[src/rtl/ivr_pkg.sv]
package ivr_pkg;
  localparam int VEC_DW   = 4;
  localparam int VEC_B    = VEC_DW * 4;
  localparam int AW       = 40;
  localparam int BASE_LSB = 8;

  localparam logic [2:0] OFS_CTRL = 3'd0;
  localparam logic [2:0] OFS_BASE = 3'd1;
  localparam logic [2:0] OFS_RPTR = 3'd2;
  localparam logic [2:0] OFS_WPTR = 3'd3;
  localparam logic [2:0] OFS_WBLO = 3'd4;
  localparam logic [2:0] OFS_WBHI = 3'd5;

  typedef struct packed {
    logic [7:0]  src_id;
    logic [27:0] src_data;
    logic [7:0]  ring_id;
    logic [7:0]  vmid;
    logic [15:0] pasid;
  } ivr_event_t;

  typedef logic [VEC_DW-1:0][31:0] ivr_vec_t;

  typedef enum logic [1:0] {S_IDLE, S_VEC, S_WB} ivr_state_e;

  function automatic ivr_vec_t ivr_pack(ivr_event_t e);
    ivr_vec_t v;
    v[0] = {24'b0, e.src_id};
    v[1] = {4'b0, e.src_data};
    v[2] = {e.pasid, e.vmid, e.ring_id};
    v[3] = 32'b0;
    return v;
  endfunction
endpackage

[src/rtl/ivr_regs.sv]
module ivr_regs
  import ivr_pkg::*;
#(
  parameter int PTR_W = 16,
  parameter int SZ_W  = 5
) (
  input  logic             clk,
  input  logic             rst,
  input  logic             we,
  input  logic [2:0]       addr,
  input  logic [31:0]      wdata,
  input  logic [31:0]      wptr_view,
  output logic [31:0]      rdata,
  output logic             ring_en,
  output logic             intr_en,
  output logic             ovf_det_en,
  output logic             wb_en,
  output logic             ovf_clr,
  output logic [SZ_W-1:0]  size_log2,
  output logic [31:0]      base,
  output logic [PTR_W-1:0] rptr,
  output logic [AW-1:0]    wb_addr,
  output logic             sw_wptr_we,
  output logic [PTR_W-1:0] sw_wptr_val
);
  localparam logic [PTR_W-1:0] ALIGN_M = ~PTR_W'(VEC_B - 1);

  logic [31:0] wb_lo_q;
  logic [7:0]  wb_hi_q;
  logic [31:0] ctrl_view;

  assign wb_addr   = {wb_hi_q, wb_lo_q};
  assign ctrl_view = {19'b0, size_log2, 4'b0, wb_en, ovf_det_en, intr_en, ring_en};

  always_ff @(posedge clk) begin
    if (rst) begin
      ring_en     <= 1'b0;
      intr_en     <= 1'b0;
      ovf_det_en  <= 1'b0;
      wb_en       <= 1'b0;
      ovf_clr     <= 1'b0;
      size_log2   <= '0;
      base        <= '0;
      rptr        <= '0;
      wb_lo_q     <= '0;
      wb_hi_q     <= '0;
      sw_wptr_we  <= 1'b0;
      sw_wptr_val <= '0;
      rdata       <= '0;
    end else begin
      ovf_clr    <= 1'b0;
      sw_wptr_we <= 1'b0;
      if (we) begin
        case (addr)
          OFS_CTRL: begin
            ring_en    <= wdata[0];
            intr_en    <= wdata[1];
            ovf_det_en <= wdata[2];
            wb_en      <= wdata[3];
            ovf_clr    <= wdata[4];
            size_log2  <= wdata[8 +: SZ_W];
          end
          OFS_BASE: base <= wdata;
          OFS_RPTR: rptr <= wdata[PTR_W-1:0] & ALIGN_M;
          OFS_WPTR: begin
            if (!ring_en) begin
              sw_wptr_we  <= 1'b1;
              sw_wptr_val <= wdata[PTR_W-1:0] & ALIGN_M;
            end
          end
          OFS_WBLO: wb_lo_q <= wdata;
          OFS_WBHI: wb_hi_q <= wdata[7:0];
          default: ;
        endcase
      end
      case (addr)
        OFS_CTRL: rdata <= ctrl_view;
        OFS_BASE: rdata <= base;
        OFS_RPTR: rdata <= 32'(rptr);
        OFS_WPTR: rdata <= wptr_view;
        OFS_WBLO: rdata <= wb_lo_q;
        OFS_WBHI: rdata <= {24'b0, wb_hi_q};
        default:  rdata <= '0;
      endcase
    end
  end
endmodule

[src/rtl/ivr_engine.sv]
module ivr_engine
  import ivr_pkg::*;
#(
  parameter int PTR_W = 16
) (
  input  logic             clk,
  input  logic             rst,
  input  logic             ring_en,
  input  logic             ovf_det_en,
  input  logic             wb_en,
  input  logic             ovf_clr,
  input  logic [PTR_W-1:0] ring_mask,
  input  logic [31:0]      base,
  input  logic [PTR_W-1:0] rptr,
  input  logic [AW-1:0]    wb_addr,
  input  logic             sw_wptr_we,
  input  logic [PTR_W-1:0] sw_wptr_val,
  input  logic             ev_valid,
  output logic             ev_ready,
  input  ivr_event_t       ev,
  output logic             mem_wr_valid,
  input  logic             mem_wr_ready,
  output logic [AW-1:0]    mem_wr_addr,
  output logic [31:0]      mem_wr_data,
  output logic [PTR_W-1:0] wptr,
  output logic             ovf,
  output logic             busy
);
  localparam int BEAT_W = $clog2(VEC_DW);
  localparam logic [BEAT_W-1:0] LAST_BEAT = BEAT_W'(VEC_DW - 1);

  ivr_state_e        state;
  logic [BEAT_W-1:0] beat;
  ivr_vec_t          vec_q;
  ivr_vec_t          vec_in;
  logic              hit_q;
  logic [PTR_W-1:0]  wptr_step;
  logic [AW-1:0]     ring_base;

  assign vec_in    = ivr_pack(ev);
  assign wptr_step = (wptr + PTR_W'(VEC_B)) & ring_mask;
  assign ring_base = {base, {BASE_LSB{1'b0}}};
  assign ev_ready  = (state == S_IDLE) && ring_en;
  assign busy      = (state != S_IDLE);

  always_ff @(posedge clk) begin
    if (rst) begin
      state        <= S_IDLE;
      beat         <= '0;
      vec_q        <= '0;
      hit_q        <= 1'b0;
      wptr         <= '0;
      ovf          <= 1'b0;
      mem_wr_valid <= 1'b0;
      mem_wr_addr  <= '0;
      mem_wr_data  <= '0;
    end else begin
      if (ovf_clr) ovf <= 1'b0;
      case (state)
        S_IDLE: begin
          if (sw_wptr_we) wptr <= sw_wptr_val & ring_mask;
          if (ev_valid && ring_en) begin
            vec_q        <= vec_in;
            hit_q        <= ovf_det_en && (wptr_step == rptr);
            beat         <= '0;
            mem_wr_valid <= 1'b1;
            mem_wr_addr  <= ring_base + AW'(wptr);
            mem_wr_data  <= vec_in[0];
            state        <= S_VEC;
          end
        end
        S_VEC: begin
          if (mem_wr_ready) begin
            if (beat == LAST_BEAT) begin
              wptr <= wptr_step;
              if (hit_q) ovf <= 1'b1;
              if (wb_en) begin
                mem_wr_addr <= wb_addr;
                mem_wr_data <= 32'(wptr_step) | {31'b0, hit_q | (ovf & ~ovf_clr)};
                state       <= S_WB;
              end else begin
                mem_wr_valid <= 1'b0;
                state        <= S_IDLE;
              end
            end else begin
              beat        <= beat + 1'b1;
              mem_wr_addr <= mem_wr_addr + AW'(4);
              mem_wr_data <= vec_q[beat + 1'b1];
            end
          end
        end
        S_WB: begin
          if (mem_wr_ready) begin
            mem_wr_valid <= 1'b0;
            state        <= S_IDLE;
          end
        end
        default: state <= S_IDLE;
      endcase
    end
  end
endmodule

[src/rtl/irq_vec_ring.sv]
module irq_vec_ring
  import ivr_pkg::*;
#(
  parameter int MAX_LOG2_DW = 14,
  parameter int SZ_W        = 5
) (
  input  logic        clk,
  input  logic        rst,
  input  logic        ev_valid,
  output logic        ev_ready,
  input  logic [7:0]  ev_src_id,
  input  logic [27:0] ev_src_data,
  input  logic [7:0]  ev_ring_id,
  input  logic [7:0]  ev_vmid,
  input  logic [15:0] ev_pasid,
  output logic        mem_wr_valid,
  input  logic        mem_wr_ready,
  output logic [39:0] mem_wr_addr,
  output logic [31:0] mem_wr_data,
  input  logic        reg_we,
  input  logic [2:0]  reg_addr,
  input  logic [31:0] reg_wdata,
  output logic [31:0] reg_rdata,
  output logic        irq_out,
  output logic        busy
);
  localparam int PTR_W   = MAX_LOG2_DW + 2;
  localparam int MIN_LB  = $clog2(VEC_B);

  logic             ring_en, intr_en, ovf_det_en, wb_en, ovf_clr;
  logic [SZ_W-1:0]  size_log2;
  logic [31:0]      base;
  logic [PTR_W-1:0] rptr, wptr, ring_mask, sw_wptr_val;
  logic [AW-1:0]    wb_addr;
  logic             sw_wptr_we, ovf;
  logic [31:0]      wptr_view;
  ivr_event_t       ev;
  int               lb;

  assign ev        = '{src_id: ev_src_id, src_data: ev_src_data, ring_id: ev_ring_id,
                       vmid: ev_vmid, pasid: ev_pasid};
  assign wptr_view = 32'(wptr) | {31'b0, ovf};

  always_comb begin
    lb = int'(size_log2) + 2;
    if (lb < MIN_LB) lb = MIN_LB;
    if (lb > PTR_W) lb = PTR_W;
    ring_mask = (PTR_W'(1) << lb) - PTR_W'(1);
  end

  ivr_regs #(.PTR_W(PTR_W), .SZ_W(SZ_W)) u_regs (
    .clk(clk), .rst(rst), .we(reg_we), .addr(reg_addr), .wdata(reg_wdata),
    .wptr_view(wptr_view), .rdata(reg_rdata), .ring_en(ring_en), .intr_en(intr_en),
    .ovf_det_en(ovf_det_en), .wb_en(wb_en), .ovf_clr(ovf_clr), .size_log2(size_log2),
    .base(base), .rptr(rptr), .wb_addr(wb_addr), .sw_wptr_we(sw_wptr_we),
    .sw_wptr_val(sw_wptr_val)
  );

  ivr_engine #(.PTR_W(PTR_W)) u_engine (
    .clk(clk), .rst(rst), .ring_en(ring_en), .ovf_det_en(ovf_det_en), .wb_en(wb_en),
    .ovf_clr(ovf_clr), .ring_mask(ring_mask), .base(base), .rptr(rptr),
    .wb_addr(wb_addr), .sw_wptr_we(sw_wptr_we), .sw_wptr_val(sw_wptr_val),
    .ev_valid(ev_valid), .ev_ready(ev_ready), .ev(ev), .mem_wr_valid(mem_wr_valid),
    .mem_wr_ready(mem_wr_ready), .mem_wr_addr(mem_wr_addr), .mem_wr_data(mem_wr_data),
    .wptr(wptr), .ovf(ovf), .busy(busy)
  );

  always_ff @(posedge clk) begin
    if (rst) irq_out <= 1'b0;
    else     irq_out <= intr_en && (rptr != wptr);
  end
endmodule

[config.mk]
export PLATFORM = sky130hd
export DESIGN_NAME = irq_vec_ring
export DESIGN_NICKNAME = d
export VERILOG_FILES = /design/src/rtl/ivr_pkg.sv /design/src/rtl/ivr_regs.sv /design/src/rtl/ivr_engine.sv /design/src/rtl/irq_vec_ring.sv
export SDC_FILE = /design/constraint.sdc
export NUM_CORES = 1
export LEC_CHECK = 0
export BUFFER_PORTS_ARGS = -buffer_cell sky130_fd_sc_hd__buf_2
export CAP_MARGIN = 20
export CORE_MARGIN = 2
export CORE_UTILIZATION = 30
export CTS_BUF_LIST = sky130_fd_sc_hd__clkbuf_16
export DETAILED_ROUTE_END_ITERATION = 16
export MAX_ROUTING_LAYER = met4
export PLACE_DENSITY = 0.51
export SYNTH_ARGS = -nofsm -noshare
export SYNTH_HDL_FRONTEND = slang
export SYNTH_SLANG_ARGS = --single-unit
[constraint.sdc]
create_clock -name clk -period 2.81 [get_ports clk]
set_input_delay 0 -clock clk [delete_from_list [all_inputs] [get_ports clk]]
set_output_delay 0 -clock clk [all_outputs]
set_load 0.02 [all_outputs]
==> impl_metrics.csv <==
group,metric,value,unit
die,core,48950,µm²
power,pwr-share-comb,7.7,%
placement,gp_congestion,0.9091,
route,vias,15400,
setup_path,endpoint_kind,"flop",
setup_path,reg2reg_slack,0.12,ns
power,power_frac_seq,44.0,%
placement,dp_hpwl,44.78,mm
finish,post-route-cell-area,19410,µm²
logic_synthesis,synth_edf_count,0,
logic_synthesis,syn-instance-count,1936,
worst_hold_path,hold_depth,4,
placement,placed_area,17100,µm²
clock_network,cts_tree,"done",
die,die-area,51450,µm²
setup_path,cp_top_family,"simple AND/OR/NAND/NOR gates",
setup_path,crit_top_cell,"nand3_1",
sta,drv_slew,0,
setup_path,crit_type,"reg -> reg",
finish,nNetsFinal,2376,
sta,tns,0,ns
die,io_pins,216,
sta,fmax,0.3717,GHz
clock_network,post_cts_buffers,0,
finish,antenna_cells,0,
clock_network,clockRootBuffer,"clkbuf_16",
setup_path,r2r-start,"u_engine.wptr[8]",
global_route,grt_usage,24.16,%
run,cap_viol_max_count,0,
route,drtIter0Drc,1304,
power,max-vdd-ir-drop,339.1,µV
clock_network,clk_latency,0.57,ns
sta,fin_skew,0.02257,ns
setup_path,crit_fanout,6,
setup_path,start_kind,"flop",
run_status,status,"finished clean",
die,num_rows,81,
setup_path,path_depth,9,
logic_synthesis,synth_commonest_cells,"nand2_1 (399), dfxtp_1 (303), a21oi_1 (254), nor2_1 (170), clkbuf_1 (125)",
sta,hold_slack,0.09871,ns
finish,syn2layout_area_growth,30.30,%
route,wl,61.48,mm
die,die_h,226.8,µm
power,clock_power_share,48.3,%
route,firstDrtPassIters,6,
sta,final-hold-violation-count,0,
clock_network,cts-buffers-inserted,37,
power,power_density,519.2,nW/µm²
die,fp.dieW,226.8,µm
logic_synthesis,synth_warnings,0,
worst_hold_path,hold_end,"u_engine.vec_q[37]",
global_route,grt_max_degree,70,
worst_hold_path,hold_start,"ev_valid",
power,leakagePower,7.225,nW
finish,layout-drive-gt1-share,17.99,%
worst_hold_path,min_path_type,"in -> reg",
global_route,grt_pass1_wl,91.46,mm
setup_path,required,3.27,ns
sta,relSlewSlack,47.57,%
setup_path,crit_chain,"buf_4 > nand3_1 > nor2_1 > nand3_1 > or3_1 > a21oi_1 > xnor2_1 > nand2_1 > o31ai_1",
placement,io_buffers,215,
logic_synthesis,yosysMostFrequentCell,"nand2_1",
route,drc,0,
power,p_int,7.524,mW
die,start_util,30.43,%
sta,setup_viol,0,
logic_synthesis,yosys_most_used_dff,"dfxtp_1",
setup_path,cpPeakStageDelay,0.48,ns
sta,period_share,95.74,%
clock_network,clock-sinks,303,
sta,rsz0062_at_grt,"no",
clock_network,clk_pin_slew_worst_paths,0.06,ns
global_route,antenna_found_initial,0,
power,p_switching,2.554,mW
route,vias_per_cell,5.231,
logic_synthesis,ys_seq_area_share,40.72,%
setup_path,slowest_stage,"a21oi_1",
setup_path,cp_data_arrival_time,3.15,ns
logic_synthesis,synth.area.top_cells,"dfxtp_1 (41%), nand2_1 (10%), a21oi_1 (8.5%)",
global_route,grt_overflow,0,
clock_network,cts_buffer_depth,3,
logic_synthesis,yosysTopAreaCell,"dfxtp_1",
route,wl_per_cell,20.89,µm
logic_synthesis,synth.top_cell.area_share,40.72,%
global_route,grt_pass1_vias,14750,
power,switching_share,25.34,%
setup_path,rr_endpoint,"u_engine.hit_q",
logic_synthesis,ys_seq_elements,303,
logic_synthesis,synth.distinct_cells,80,
sta,tightest_slew,0.7865,ns
logic_synthesis,avgSynthCellArea,7.695,µm²
logic_synthesis,async_flop_share,0,%
setup_path,reg2reg_depth,9,
sta,worst_slack,0.1197,ns
route,antenna_left,0,
setup_path,path_buf_inv,1,
logic_synthesis,syn_area,14900,µm²
placement,dp_slack,0.09516,ns
clock_network,htreeDepth,2,
sta,period_needed,2.690,ns
[routing by layer]
layer	GRT usage, %	routed length [µm]
met3	3.227	3179
met5	-	0
met2	39.46	29530
met4	7.576	1921
met1	30.95	26850
[worst max-delay path by stage]
stage                        start                       end
4_1_cts        u_regs.size_log2[1]            u_engine.hit_q
3_5_place_dp   u_regs.size_log2[1]            u_engine.hit_q
2_1_floorplan       u_regs.base[0]  u_engine.mem_wr_addr[30]
5_1_grt           u_engine.wptr[8]            u_engine.hit_q
3_3_place_gp        u_regs.base[0]  u_engine.mem_wr_addr[30]
6_report          u_engine.wptr[8]            u_engine.hit_q
[cells by family after synthesis]
group / Yosys count / synth area share [%]
simple gates: 802 / 24.16
flops: 303 / 40.72
fa+ha+maj: 18 / 1.562
buf+inv: 172 / 4.443
other cells: 1 / 0.02517
xor+xnor: 87 / 5.115
mux: 40 / 2.906
compound gates: 513 / 21.07
[flip-flops by register name (all words and copies together), names as in the netlist]
signal	cells
irq_out	1
u_engine.beat	2
u_engine.hit_q	1
u_engine.mem_wr_addr	40
u_engine.mem_wr_data	32
u_engine.mem_wr_valid	1
u_engine.ovf	1
u_engine.state	2
u_engine.vec_q	68
u_engine.wptr	16
u_regs.base	32
u_regs.intr_en	1
u_regs.ovf_clr	1
u_regs.ovf_det_en	1
u_regs.rdata	32
u_regs.ring_en	1
u_regs.rptr	12
u_regs.size_log2	5
u_regs.sw_wptr_val	12
u_regs.sw_wptr_we	1
u_regs.wb_en	1
u_regs.wb_hi_q	8
u_regs.wb_lo_q	32
[power by group through the flow]
stage                     registers, mW  logic [mW]  clock network [mW]
after floorplan                    4.53       0.329                   0
after global placement             4.53       0.648                   0
after detailed placement           4.53       0.650                   0
after CTS                          4.43       0.770                4.97
after global routing               4.44       0.837                5.14
final                              4.43       0.778                4.87
[cell usage in the layout (no fill, tap or decap), drive strengths merged, types with 7 or more instances in the layout]
cell type and instances:
nand2 399, nor4 9, inv 31, and2 12, a22o 9, a21oi 254, nor3b 18, a21o 7
a22oi 45, clkinv 19, or3 7, clkbuf 39, nor3 59, nor2 171, o211ai 11, a211oi 17
dfxtp 303, mux2i 32, ha 17, xor2 38, a221oi 20, xnor2 49, nand2b 8, and3 15
nand4 21, o21ai 82, dlygate4sd3 107, nand3 42, nor2b 15, buf 313
[through the flow]
stage               total power, mW  util (%)  cells
finish                        10.08     39.65   2943
global route                  10.42     39.65   2943
CTS                           10.17     39.61   2943
detailed placement            5.178     34.93   2768
global placement              5.176     34.93   2768
floorplan                     4.857         -   1937
[tightest hold or removal path, delay by kind of cell]
family / cells / cell delay (ns)
and+or+nand+nor: 2 / 0.44
buffers and inverters: 1 / 0.13
AOI/OAI and AO/OA: 1 / 0.05
[final cells by class]
type / instances / area, µm²
Fill cell: 5168 / 29540
Multi-Input combinational cell: 1462 / 8228
Timing Repair Buffer: 421 / 2974
Clock buffer: 38 / 950.9
Clock inverter: 30 / 267.8
Tap cell: 664 / 830.8
Sequential cell: 303 / 6066
Inverter: 25 / 93.84
[timing repair]
item | CTS | global route
hold buffers | 107 | 0
gates resized for setup | 0 | 7
setup endpoints to repair | 0 | 5
endpoints found under the hold margin | 199 | 0
Power figures use the tool's default switching activity.
